`src/rtl/elb_pkg.sv`:
```
package elb_pkg;
    localparam int ELB_ADDR_W     = 29;
    localparam int ELB_WORD_W     = 32;
    localparam int ELB_LINE_WORDS = 8;

    typedef enum logic [1:0] {
        PH_EMPTY = 2'd0,
        PH_HELD  = 2'd1,
        PH_DRAIN = 2'd2
    } elb_phase_e;
endpackage

```
`src/rtl/elb_line_store.sv`:
```
module elb_line_store #(
    parameter int LINE_ADDR_W = 24,
    parameter int LINE_BITS   = 256
) (
    input  logic                   clk,
    input  logic                   rst_n,
    input  logic                   load_i,
    input  logic [LINE_ADDR_W-1:0] line_addr_i,
    input  logic [LINE_BITS-1:0]   line_data_i,
    output logic [LINE_ADDR_W-1:0] line_addr_o,
    output logic [LINE_BITS-1:0]   line_data_o
);
    typedef struct packed {
        logic [LINE_ADDR_W-1:0] addr;
        logic [LINE_BITS-1:0]   data;
    } store_t;

    store_t st_d, st_q;

    always_comb begin
        st_d = st_q;
        if (load_i) begin
            st_d.addr = line_addr_i;
            st_d.data = line_data_i;
        end
    end

    always_ff @(posedge clk) begin
        if (!rst_n) st_q <= '0;
        else        st_q <= st_d;
    end

    assign line_addr_o = st_q.addr;
    assign line_data_o = st_q.data;
endmodule

```
`src/rtl/elb_drain_ctl.sv`:
```
module elb_drain_ctl
    import elb_pkg::*;
#(
    parameter int LINE_WORDS = 8,
    localparam int IDX_W     = $clog2(LINE_WORDS)
) (
    input  logic             clk,
    input  logic             rst_n,
    input  logic             cap_valid_i,
    input  logic             rd_pend_i,
    input  logic             ack_i,
    output logic             cap_ready_o,
    output logic             load_o,
    output logic             full_o,
    output logic             req_o,
    output logic [IDX_W-1:0] idx_o
);
    typedef struct packed {
        elb_phase_e       ph;
        logic [IDX_W-1:0] idx;
    } ctl_t;

    localparam logic [IDX_W-1:0] LAST_IDX = IDX_W'(LINE_WORDS - 1);

    ctl_t ctl_d, ctl_q;
    logic fire;

    always_comb begin
        ctl_d       = ctl_q;
        cap_ready_o = (ctl_q.ph == PH_EMPTY);
        load_o      = cap_valid_i && cap_ready_o;
        req_o       = (ctl_q.ph == PH_DRAIN) || ((ctl_q.ph == PH_HELD) && !rd_pend_i);
        fire        = req_o && ack_i;
        unique case (ctl_q.ph)
            PH_EMPTY: begin
                if (load_o) begin
                    ctl_d.ph  = PH_HELD;
                    ctl_d.idx = '0;
                end
            end
            PH_HELD, PH_DRAIN: begin
                if (fire) begin
                    if (ctl_q.idx == LAST_IDX) begin
                        ctl_d.ph  = PH_EMPTY;
                        ctl_d.idx = '0;
                    end else begin
                        ctl_d.ph  = PH_DRAIN;
                        ctl_d.idx = ctl_q.idx + 1'b1;
                    end
                end else if (req_o) begin
                    ctl_d.ph = PH_DRAIN;
                end
            end
            default: ctl_d = '0;
        endcase
    end

    always_ff @(posedge clk) begin
        if (!rst_n) ctl_q <= '{ph: PH_EMPTY, idx: '0};
        else        ctl_q <= ctl_d;
    end

    assign full_o = (ctl_q.ph != PH_EMPTY);
    assign idx_o  = ctl_q.idx;
endmodule

```
`src/rtl/elb_hazard.sv`:
```
module elb_hazard #(
    parameter int LINE_ADDR_W = 24,
    parameter int WORD_W      = 32,
    parameter int LINE_WORDS  = 8,
    localparam int IDX_W      = $clog2(LINE_WORDS)
) (
    input  logic                         full_i,
    input  logic [LINE_ADDR_W-1:0]       held_addr_i,
    input  logic [LINE_WORDS*WORD_W-1:0] held_data_i,
    input  logic                         hz_valid_i,
    input  logic [LINE_ADDR_W-1:0]       hz_line_addr_i,
    input  logic [IDX_W-1:0]             hz_word_i,
    output logic                         hz_hit_o,
    output logic [WORD_W-1:0]            hz_data_o
);
    logic [WORD_W-1:0] words [LINE_WORDS];

    for (genvar g = 0; g < LINE_WORDS; g++) begin : g_split
        assign words[g] = held_data_i[g*WORD_W +: WORD_W];
    end

    always_comb begin
        hz_hit_o  = hz_valid_i && full_i && (hz_line_addr_i == held_addr_i);
        hz_data_o = hz_hit_o ? words[hz_word_i] : '0;
    end
endmodule

```
`src/rtl/evict_line_buf.sv`:
```
module evict_line_buf
    import elb_pkg::*;
#(
    parameter int ADDR_W     = ELB_ADDR_W,
    parameter int WORD_W     = ELB_WORD_W,
    parameter int LINE_WORDS = ELB_LINE_WORDS,
    localparam int IDX_W       = $clog2(LINE_WORDS),
    localparam int BYTE_W      = $clog2(WORD_W / 8),
    localparam int OFF_W       = IDX_W + BYTE_W,
    localparam int LINE_ADDR_W = ADDR_W - OFF_W,
    localparam int LINE_BITS   = LINE_WORDS * WORD_W
) (
    input  logic                   clk,
    input  logic                   rst_n,
    input  logic                   cap_valid_i,
    output logic                   cap_ready_o,
    input  logic [LINE_ADDR_W-1:0] cap_line_addr_i,
    input  logic [LINE_BITS-1:0]   cap_data_i,
    output logic                   full_o,
    input  logic                   rd_pend_i,
    output logic                   mem_wr_req_o,
    input  logic                   mem_wr_ack_i,
    output logic [ADDR_W-1:0]      mem_wr_addr_o,
    output logic [WORD_W-1:0]      mem_wr_data_o,
    input  logic                   hz_valid_i,
    input  logic [LINE_ADDR_W-1:0] hz_line_addr_i,
    input  logic [IDX_W-1:0]       hz_word_i,
    output logic                   hz_hit_o,
    output logic [WORD_W-1:0]      hz_data_o
);
    logic                   load;
    logic [IDX_W-1:0]       idx;
    logic [LINE_ADDR_W-1:0] held_addr;
    logic [LINE_BITS-1:0]   held_data;

    elb_drain_ctl #(.LINE_WORDS(LINE_WORDS)) u_ctl (
        .clk         (clk),
        .rst_n       (rst_n),
        .cap_valid_i (cap_valid_i),
        .rd_pend_i   (rd_pend_i),
        .ack_i       (mem_wr_ack_i),
        .cap_ready_o (cap_ready_o),
        .load_o      (load),
        .full_o      (full_o),
        .req_o       (mem_wr_req_o),
        .idx_o       (idx)
    );

    elb_line_store #(.LINE_ADDR_W(LINE_ADDR_W), .LINE_BITS(LINE_BITS)) u_store (
        .clk         (clk),
        .rst_n       (rst_n),
        .load_i      (load),
        .line_addr_i (cap_line_addr_i),
        .line_data_i (cap_data_i),
        .line_addr_o (held_addr),
        .line_data_o (held_data)
    );

    elb_hazard #(
        .LINE_ADDR_W (LINE_ADDR_W),
        .WORD_W      (WORD_W),
        .LINE_WORDS  (LINE_WORDS)
    ) u_hz (
        .full_i         (full_o),
        .held_addr_i    (held_addr),
        .held_data_i    (held_data),
        .hz_valid_i     (hz_valid_i),
        .hz_line_addr_i (hz_line_addr_i),
        .hz_word_i      (hz_word_i),
        .hz_hit_o       (hz_hit_o),
        .hz_data_o      (hz_data_o)
    );

    assign mem_wr_addr_o = {held_addr, idx, BYTE_W'(0)};
    assign mem_wr_data_o = held_data[idx*WORD_W +: WORD_W];
endmodule

```
`config.mk`:
```
export PLATFORM = sky130hd
export DESIGN_NAME = evict_line_buf
export DESIGN_NICKNAME = d
export VERILOG_FILES = /design/src/rtl/elb_pkg.sv /design/src/rtl/elb_line_store.sv /design/src/rtl/elb_drain_ctl.sv /design/src/rtl/elb_hazard.sv /design/src/rtl/evict_line_buf.sv
export SDC_FILE = /design/constraint.sdc
export NUM_CORES = 1
export LEC_CHECK = 0
export ABC_AREA = 0
export BUFFER_PORTS_ARGS = -buffer_cell sky130_fd_sc_hd__buf_2
export CAP_MARGIN = 15
export CORE_ASPECT_RATIO = 1.5
export CORE_MARGIN = 1.5
export CORE_UTILIZATION = 30
export DETAILED_ROUTE_END_ITERATION = 12
export GPL_ROUTABILITY_DRIVEN = 0
export PLACE_DENSITY = 0.57
export SLEW_MARGIN = 20
export SYNTH_ARGS = -nofsm -noshare
export SYNTH_HDL_FRONTEND = slang
export SYNTH_SLANG_ARGS = --single-unit
```
`constraint.sdc`:
```
create_clock -name clk -period 4.22 [get_ports clk]
set_input_delay 0.844 -clock clk [delete_from_list [all_inputs] [get_ports clk]]
set_output_delay 0.844 -clock clk [all_outputs]
set_load 0.03 [all_outputs]
```
==> run metrics <==
status completed; Mapped Cells ~1.6k; Via density about 4.9; period utilization 83.3%; Area Overhead vs Synth 25.0%; Period minus WS final ~3.5 ns; CTS H-tree depth 1; NumNets Final 2276; first-pass GRT wire length around 73000 um; drt total wl 49000 um; crit path DAT 2.67 ns; largest net degree at the start of global routing 161; I/O Pins between 400 and 500; register area share after synthesis 38.7%; CTS Root Cell clkbuf_16; routed len/inst 18.5 um; 1st-pass router iterations 7; Clock Sinks 285; max-cap violations 0; cts bufs inserted 31; TritonCTS clock tree yes; Worst R2R Path Depth 6; Setup CP Type flip-flop to primary output; cts hold-fix bufs 0; number of global-route vias before repair around 13k; row count 99; final setup fails 0; chip height between 200 and 300 um; post-CTS setup buffers 0; crit end category primary output; r2r setup slk around 2.0 ns; Max-slew headroom about a quarter; RSZ-0062 raised after global routing no; DR vias approximately 13k; design area around 18000 sq um; Synth cell types 30; Clock Skew ~0.022 ns; Die W 184 um; post-CTS resize count 0; Final Hold Fails 0; startpoint types flip-flop; WP data required 3.38 ns; Clk Latency, worst-skew pair a little under 0.6 ns; P_leak 7.60 nW; Max rail drop VDD approximately 280 uV; Max FO, Critical Path 16; clk buf depth 3; Post-DP HPWL about 35000 um; Initial DRC Count approximately 540; reg2reg start u_ctl.ctl_q[3]$_SDFFE_PN0P_; yosys warns 0; drt drc 0; critical path endpoint hz_data_o[8]; crit path from u_ctl.ctl_q[3]$_SDFFE_PN0P_; Post-Syn Area about 15000 sq um; GRT Total Usage 18.9%; register bit total from synthesis about 290; fin. max-slew vios 0; grt total ovfl 0; Reg2Reg Capture Point u_store.line_data_o[30]$_SDFFE_PN0P_; Die Area around 51000 sq um; port bufs 407; initial antenna violation count 9; share of layout cells above drive strength 1 31.5%; total core area 48600 sq um; CTS clk-pin slew, worst paths roughly 0.060 ns; initial core utilization between 30% and 40%; syn_area_per_cell ~9 sq um; Worst Tran Pin Value ~1.1 ns; pwr/cell area between 300 and 400 nW/um^2; setup_tns 0 ns; Achievable Freq 285 MHz; Placed Area around 17000 sq um; Antenna Nets Post-Route 0; worst hold path type flip-flop to flip-flop
==> state kept, by name, indices dropped and copies added, names as in the netlist <==
register             flops
u_ctl.ctl_q              2
u_ctl.idx_o              3
u_store.line_addr_o     24
u_store.line_data_o    256
==> cells in the final DEF (no fill, tap or decap), drive strengths merged, types with 2 or more instances in the layout <==
cell type	instances
nor2	34
buf	436
a21oi	2
o22ai	2
diode	6
bufinv	2
nor2b	3
ha	6
a21boi	281
nand4	4
xor2	11
nand2	659
and2	4
nor3	2
xnor2	13
mux4	128
conb	2
nand3	3
nor4	3
inv	12
clkinv	6
dfxtp	285
clkbuf	43
mux2i	32
o21ai	3
==> cells by family after synthesis <==
group / share of synthesized area, %
buffers and inverters: 4.58
other: 0.0254
adder cells (fa/ha/maj): 0.509
XOR/XNOR: 1.42
AND/OR/NAND/NOR: 18.5
AO/OA/AOI/OAI: 14.6
flip-flops: 38.7
multiplexers: 21.7
==> report_power, final <==
| part | leakage [nW] | total [W] | switching, W | internal, W |
|---|---|---|---|---|
| Sequential | 2.34 | 0.00305 | 0.000160 | 0.00289 |
| Clock | 0.521 | 0.00281 | 0.00117 | 0.00164 |
| Combinational | 4.74 | 0.00119 | 0.000659 | 0.000529 |
| Total | 7.60 | 0.00705 | 0.00199 | 0.00506 |
==> metal layers <==
layer,up-vias,part of all wire (%),wire (um),GRT usage [%]
li1,6182,-,-,-
met1,6191,38,18700,21.4
met2,412,52,25600,34.4
met3,96,5.1,2510,2.93
met4,4,4.3,2120,9.06
met5,-,0.047,23,0
==> worst min-delay path by stage <==
stage	from	end	depth (start not counted)
after floorplan	u_store.line_data_o[192]$_SDFFE_PN0P_	u_store.line_data_o[192]$_SDFFE_PN0P_	2
final	u_store.line_data_o[117]$_SDFFE_PN0P_	u_store.line_data_o[117]$_SDFFE_PN0P_	2
after CTS	cap_data_i[63]	u_store.line_data_o[63]$_SDFFE_PN0P_	3
after global placement	u_store.line_data_o[75]$_SDFFE_PN0P_	u_store.line_data_o[75]$_SDFFE_PN0P_	2
after detailed placement	u_store.line_data_o[117]$_SDFFE_PN0P_	u_store.line_data_o[117]$_SDFFE_PN0P_	2
after global routing	cap_data_i[120]	u_store.line_data_o[120]$_SDFFE_PN0P_	3
==> cell usage after synthesis, drive strengths merged <==
library cell    n  share of area (%)
buf            66                2.5
mux4          128                 20
and2            4               0.17
a21oi           2              0.068
nor4            3               0.17
o21a            1              0.051
mux2i          32                2.2
dfxtp         285                 39
inv             9               0.23
nor2           34               0.86
a21boi        281                 14
nand4           4               0.21
nor3            2              0.068
xnor2          13               0.77
xor2           11               0.65
nand3           3               0.10
o21ai           3               0.10
o22ai           2              0.085
conb            1              0.025
clkbuf         73                1.9
nand2         659                 17
nor3b           1              0.051
nor2b           3               0.13
ha              6               0.51
==> per-stage QoR <==
stage               worst slack [ns]  cells  util, %  power (W)  hold slack [ns]
detailed placement             0.765   2580     35.8    0.00431            0.470
finish                         0.706   2640     38.0    0.00705            0.475
CTS                            0.592   2634     38.0    0.00715            0.472
global placement               0.785   2580     35.8    0.00428            0.461
global route                   0.477   2640     38.0    0.00739            0.484
floorplan                       1.20   1627        -    0.00384            0.450
==> area by class of cell <==
type,instances,area (sq um)
multi-input cells,1194,8390
repair buffers,436,2430
fillers,5002,30100
inverters,9,33.8
flip-flops and latches,285,5710
clock inverters,11,118
clock buffers,43,922
diodes,6,15.0
well taps,656,821
==> critical path, stage by stage (launching register included) <==
cell and delay [ns]:
dfxtp_1 0.39, inv_1 0.08, ha_1 0.32, inv_1 0.12
nand3_1 0.13, nor4_2 0.19, nand4_2 0.19, buf_4 0.29
nor2_1 0.15, buf_2 0.21
Power figures use the tool's default switching activity.
